`src/rtl/irq_pkg.sv`:
```
package irq_pkg;
  localparam int DATA_W    = 8;
  localparam int ADDR_W    = 2;
  localparam int FLAG_W    = 7;
  localparam int N_CD      = 2;
  localparam int SYNC_LEN  = 2;

  localparam logic [ADDR_W-1:0] ADR_CTRL = 2'd0;
  localparam logic [ADDR_W-1:0] ADR_STAT = 2'd1;
  localparam logic [ADDR_W-1:0] ADR_EN   = 2'd2;

  // flag positions inside the status word
  localparam int B_LOCK_UP  = 6;
  localparam int B_CD1_UP   = 5;
  localparam int B_CD0_UP   = 4;
  localparam int B_EYE      = 3;
  localparam int B_LOCK_DN  = 2;
  localparam int B_CD1_DN   = 1;
  localparam int B_CD0_DN   = 0;

  typedef logic [FLAG_W-1:0] flag_t;
endpackage

```
`src/rtl/irq_sync.sv`:
```
module irq_sync #(
  parameter int W      = 3,
  parameter int STAGES = 2
) (
  input  logic         clk,
  input  logic         rst,
  input  logic [W-1:0] d,
  output logic [W-1:0] q
);
  logic [W-1:0] chain [STAGES];

  generate
    for (genvar s = 0; s < STAGES; s++) begin : g_stage
      always_ff @(posedge clk) begin
        if (rst) chain[s] <= '0;
        else if (s == 0) chain[s] <= d;
        else chain[s] <= chain[(s == 0) ? 0 : s-1];
      end
    end
  endgenerate

  assign q = chain[STAGES-1];
endmodule

```
`src/rtl/irq_edge.sv`:
```
module irq_edge #(
  parameter int W = 3
) (
  input  logic         clk,
  input  logic         rst,
  input  logic [W-1:0] lvl,
  output logic [W-1:0] rise,
  output logic [W-1:0] fall
);
  logic [W-1:0] prev;

  always_ff @(posedge clk) begin
    if (rst) prev <= '0;
    else     prev <= lvl;
  end

  assign rise = lvl & ~prev;
  assign fall = ~lvl & prev;
endmodule

```
`src/rtl/irq_regfile.sv`:
```
module irq_regfile
  import irq_pkg::*;
(
  input  logic              clk,
  input  logic              rst,
  input  logic              wr,
  input  logic [ADDR_W-1:0] addr,
  input  logic [DATA_W-1:0] wdata,
  output flag_t             en_q,
  output flag_t             en_d,
  output logic              srst_q
);
  logic wr_ctrl, wr_en;
  logic unused_wbits;

  assign wr_ctrl = wr && (addr == ADR_CTRL);
  assign wr_en   = wr && (addr == ADR_EN);
  assign unused_wbits = wdata[DATA_W-1];

  always_comb begin
    if (srst_q)     en_d = '0;
    else if (wr_en) en_d = wdata[FLAG_W-1:0];
    else            en_d = en_q;
  end

  always_ff @(posedge clk) begin
    if (rst) begin
      en_q   <= '0;
      srst_q <= 1'b0;
    end else begin
      en_q   <= en_d;
      srst_q <= !srst_q && wr_ctrl && wdata[0];
    end
  end

  assert_en_cleared_R10: assert property (@(posedge clk) disable iff (rst)
    srst_q |=> (en_q == '0));
  assert_srst_selfclear_R10: assert property (@(posedge clk) disable iff (rst)
    srst_q |=> !srst_q);
endmodule

```
`src/rtl/irq_sticky.sv`:
```
module irq_sticky
  import irq_pkg::*;
(
  input  logic  clk,
  input  logic  rst,
  input  logic  srst,
  input  logic  clr,
  input  flag_t evt,
  output flag_t flags_q,
  output flag_t flags_d
);
  always_comb begin
    if (srst) flags_d = '0;
    else      flags_d = (flags_q & ~{FLAG_W{clr}}) | evt;
  end

  always_ff @(posedge clk) begin
    if (rst) flags_q <= '0;
    else     flags_q <= flags_d;
  end

  assert_clear_on_read_R6: assert property (@(posedge clk) disable iff (rst)
    (clr && (evt == '0) && !srst) |=> (flags_q == '0));
  assert_event_kept_R7: assert property (@(posedge clk) disable iff (rst)
    ((evt != '0) && !srst) |=> ((flags_q & $past(evt)) == $past(evt)));
  assert_flags_hold_R8: assert property (@(posedge clk) disable iff (rst)
    (!clr && !srst) |=> ((flags_q & $past(flags_q)) == $past(flags_q)));
  assert_soft_clear_R10: assert property (@(posedge clk) disable iff (rst)
    srst |=> (flags_q == '0));
endmodule

```
`src/rtl/irq_status_ctrl.sv`:
```
module irq_status_ctrl
  import irq_pkg::*;
(
  input  logic              clk,
  input  logic              rst,
  input  logic              lock_lvl,
  input  logic [N_CD-1:0]   cd_lvl,
  input  logic              eye_evt,
  input  logic              sel_in,
  input  logic [ADDR_W-1:0] reg_addr,
  input  logic              reg_wr,
  input  logic              reg_rd,
  input  logic [DATA_W-1:0] reg_wdata,
  output logic [DATA_W-1:0] reg_rdata,
  output logic              irq_n
);
  localparam int LW = N_CD + 1;

  logic [LW-1:0] lvl_s, lvl_rise, lvl_fall;
  flag_t evt, flags_q, flags_d, en_q, en_d;
  logic  srst_q, live_cd, rd_stat;

  // lvl_s[0] lock, lvl_s[1] input 0, lvl_s[2] input 1
  irq_sync #(.W(LW), .STAGES(SYNC_LEN)) u_sync (
    .clk(clk), .rst(rst), .d({cd_lvl, lock_lvl}), .q(lvl_s));

  irq_edge #(.W(LW)) u_edge (
    .clk(clk), .rst(rst), .lvl(lvl_s), .rise(lvl_rise), .fall(lvl_fall));

  always_comb begin
    evt            = '0;
    evt[B_LOCK_UP] = lvl_rise[0];
    evt[B_LOCK_DN] = lvl_fall[0];
    evt[B_CD0_UP]  = lvl_rise[1];
    evt[B_CD0_DN]  = lvl_fall[1];
    evt[B_CD1_UP]  = lvl_rise[2];
    evt[B_CD1_DN]  = lvl_fall[2];
    evt[B_EYE]     = eye_evt;
  end

  assign rd_stat = reg_rd && (reg_addr == ADR_STAT);
  assign live_cd = sel_in ? lvl_s[2] : lvl_s[1];

  irq_regfile u_regs (
    .clk(clk), .rst(rst), .wr(reg_wr), .addr(reg_addr), .wdata(reg_wdata),
    .en_q(en_q), .en_d(en_d), .srst_q(srst_q));

  irq_sticky u_sticky (
    .clk(clk), .rst(rst), .srst(srst_q), .clr(rd_stat), .evt(evt),
    .flags_q(flags_q), .flags_d(flags_d));

  always_ff @(posedge clk) begin
    if (rst) begin
      reg_rdata <= '0;
      irq_n     <= 1'b1;
    end else begin
      irq_n <= ~|(flags_d & en_d);
      if (reg_rd) begin
        case (reg_addr)
          ADR_CTRL: reg_rdata <= {{(DATA_W-1){1'b0}}, srst_q};
          ADR_STAT: reg_rdata <= {live_cd, flags_q};
          ADR_EN:   reg_rdata <= {1'b0, en_q};
          default:  reg_rdata <= '0;
        endcase
      end
    end
  end

  assert_irq_matches_R9: assert property (@(posedge clk) disable iff (rst)
    irq_n == !(|(flags_q & en_q)));
endmodule

```
`config.mk`:
```
export PLATFORM = sky130hd
export DESIGN_NAME = irq_status_ctrl
export DESIGN_NICKNAME = d
export VERILOG_FILES = /design/src/rtl/irq_pkg.sv /design/src/rtl/irq_sync.sv /design/src/rtl/irq_edge.sv /design/src/rtl/irq_regfile.sv /design/src/rtl/irq_sticky.sv /design/src/rtl/irq_status_ctrl.sv
export SDC_FILE = /design/constraint.sdc
export NUM_CORES = 1
export LEC_CHECK = 0
export ABC_CLOCK_PERIOD_IN_PS = 2200
export BUFFER_PORTS_ARGS = -buffer_cell sky130_fd_sc_hd__buf_4
export CORE_UTILIZATION = 45
export DETAILED_ROUTE_END_ITERATION = 8
export PLACE_DENSITY = 0.66
export SYNTH_ARGS = -nofsm -noshare
export SYNTH_HDL_FRONTEND = slang
export SYNTH_SLANG_ARGS = --single-unit
```
`constraint.sdc`:
```
create_clock -name clk -period 2.2 [get_ports clk]
set_input_delay 0.44 -clock clk [delete_from_list [all_inputs] [get_ports clk]]
set_output_delay 0.44 -clock clk [all_outputs]
set_load 0.02 [all_outputs]
```
==> key figures <==
Timing
  – Setup violations, final: 0
  – Hold Vio Cnt, Final: 0
  – TNS Setup: 0 ps
  – RSZ-0062 raised after global routing: no
  – Final worst path period share: 69.8%
  – Fin worst setup slack: 665 ps
  – Slew Limit Headroom: 68.8%
  – Worst-Margin Slew: 468 ps
  – Max Freq: 652 MHz
  – Slew Viols, Final: 0
  – Final min period: 1530 ps
  – Post-Route Skew: 6.77 ps

Clock tree
  – Clock Latency Late Sink: 340 ps
  – H-tree levels: 2
  – CTS max path bufs: 2
  – Root buffer cell: clkbuf_4
  – Clk sinks: 33
  – Resized cells post-CTS: 0
  – Post-CTS Hold Buffers: 0
  – Post-CTS Setup Bufs: 0
  – CTS clk-pin slew, worst paths: 100 ps
  – CTS tree: built
  – CTS buffer count: 5

Synth
  – Synthesis-stage register bit count: 33
  – Synth Cell Area: 1280 um2
  – EDFF count, synth: 0
  – Area contributors post-synth: dfxtp_1 (52%), nor2b_1 (8.3%), mux2i_1 (4.7%)
  – Synth Instances: 127
  – Syn avg cell area: 10.1 um2
  – Count leader, synth: dfxtp_1
  – Ys Warns: 0
  – Register area share after synthesis: 51.7%
  – Yosys cell types: 28
  – Top cell type's share of synthesized area: 51.7%
  – Leading area contributor after synthesis: dfxtp_1
  – Mapped Nets: 146
  – Top cells by count, synth: dfxtp_1 (33), nor2b_1 (17), nor2_1 (14)
  – Ys flop type: dfxtp_1
  – Post-synth ARST share: 0%

Setup path
  – R2R cell count: 4
  – CP max stage cell: and3b_1
  – Reg2reg end: irq_n
  – Delay-heaviest family, CP: simple AND/OR/NAND/NOR gates
  – FF-to-FF Start: u_regs.srst_q
  – CP Cell Sequence: buf_4, and3b_1, mux2_4, a32oi_1, a41o_1
  – Crit-path max cell delay: 500 ps
  – Critical Path Start Type: primary input
  – Bufs and invs on worst path: 1
  – Crit Path Max Fanout: 7
  – Internal reg-to-reg setup slack: 980 ps
  – Critical path endpoint category: flip-flop
  – Kind of critical path: in2reg
  – Worst EP arrival: 1830 ps
  – Crit path required time: 2490 ps

Worst hold path
  – Hold endpoint: u_regs.srst_q
  – Hold depth: 2
  – Hold Crit Start: reg_addr[1]
  – Worst hold path type: in2reg

Pwr
  – Logic gate share of total power: 10.3%
  – Flop pwr share: 51.5%
  – Sw Ratio: 22.3%
  – Internal power: 960 uW
  – Leakage: 0.000645 uW
  – Max IR drop VDD: 0.000653 V
  – NetSw: 276 uW
  – P per Cell Area: 789 nW/um2
  – Clk pwr share: 38.2%

Global routing
  – First-pass GRT wire length: 4.05 mm
  – Vias in the first global route: 864
  – Initial antenna violation count: 0
  – Total Routing Usage GR: 17.4%
  – Grt total ovfl: 0
  – Largest net degree at the start of global routing: 27

Floorplanning
  – Die Ht: 55.3 um
  – # IOs: 28
  – Std-Cell Rows: 18
  – Die extent in x: 55.3 um
  – Initial Util: 49.4%
  – Core area: 2590 um2
  – Die Outline Area: 3060 um2

Flow run
  – Max-cap violations: 0

Finish
  – Final core utilization: 60.4%
  – Layout area overhead: 22.4%
  – Layout cells sized above 1: 23.2%
  – Fillers: 239
  – Ant diodes: 0
  – Nets: 173
  – Area of the multi-input gates: 568 um2
  – Reg area: 661 um2

Routing
  – Post-Route WL: 2.40 mm
  – Post-route ant nets: 0
  – First-pass iteration count of the detailed router: 4
  – Via-to-Cell Ratio: 5.27
  – DRC Markers: 0
  – DRT iter0 DRCs: 22
  – Routed wire per std cell: 13.0 um
  – Via count: 975

Outcome
  – Run status: completed

Placement
  – Hpwl dp: 1.70 mm
  – DP Worst Slack: 318 ps
  – Placer Congestion: 0.757
  – Input/output buffers: 26
how the worst max path moves through the flow:
stage                start  endpoint  slack (ps)  depth (start not counted)
3_3_place_gp   reg_addr[0]     irq_n         310                          5
6_report       reg_addr[0]     irq_n         670                          5
5_1_grt        reg_addr[0]     irq_n         600                          5
4_1_cts        reg_addr[0]     irq_n         670                          5
2_1_floorplan       reg_rd     irq_n         650                          5
3_5_place_dp   reg_addr[0]     irq_n         320                          5
power by group through the flow:
stage | Clock (uW) | Sequential, uW | Combinational, uW
final | 472 | 636 | 128
after global routing | 508 | 640 | 140
after CTS | 479 | 636 | 129
after detailed placement | 0 | 650 | 128
after global placement | 0 | 649 | 127
after floorplan | 0 | 656 | 69.8
worst register-to-register path: stages (launching register included):
cell and delay, ps:
dfxtp_1 420, nand2b_1 200, mux2i_1 180, a32oi_1 80
a41o_1 250
routing by layer:
metal	GRT usage (%)	wire length, um
met5	0	0
met1	24.1	1210
met3	7.03	159
met4	7.50	42
met2	23.6	980
layout by cell type (no fill, tap or decap), types with 3 or more instances in the layout:
| cell type | synthesis | final |
|---|---|---|
| dfxtp_1 | 33 | 33 |
| buf_4 | 0 | 26 |
| nor2b_1 | 17 | 17 |
| nor2_1 | 14 | 14 |
| nor3_1 | 7 | 7 |
| mux2i_1 | 6 | 6 |
| nand2b_1 | 6 | 6 |
| a221oi_1 | 6 | 6 |
| inv_1 | 5 | 5 |
| clkbuf_4 | 0 | 5 |
| mux2_4 | 3 | 3 |
| a22o_1 | 3 | 3 |
| a32oi_1 | 3 | 3 |
through the flow:
step / std cells / power (uW) / hold slack [ps] / cell area, um2
after global routing: 185 / 1290 / 294 / 1570
after detailed placement: 177 / 778 / 429 / 1480
after CTS: 185 / 1240 / 293 / 1570
final: 185 / 1240 / 297 / 1570
after floorplan: 127 / 726 / 414 / 1280
after global placement: 177 / 776 / 423 / 1480
state kept, by name, summed over array words and instances (netlist names):
signal,count
reg_rdata,8
u_regs.en_q,7
u_sticky.flags_q,7
u_sync.chain,6
u_edge.prev,3
irq_n,1
u_regs.srst_q,1
kinds of logic (layout without fill, tap and decap cells):
group           after synthesis  count (layout)  synth area share [%]
buf+inv                      11              39                  3.91
simple gates                 54              54                  23.2
mux                           9               9                  8.22
compound gates               20              20                  13.0
flops                        33              33                  51.7
cell type report:
cell class / count / area share [%]
clock buffers: 7 / 3.52
clock inverters: 1 / 1.92
inverters: 5 / 1.20
multi-input cells: 83 / 36.3
flip-flops and latches: 33 / 42.2
well taps: 30 / 2.40
repair buffers: 26 / 12.5
Power figures use the tool's default switching activity.
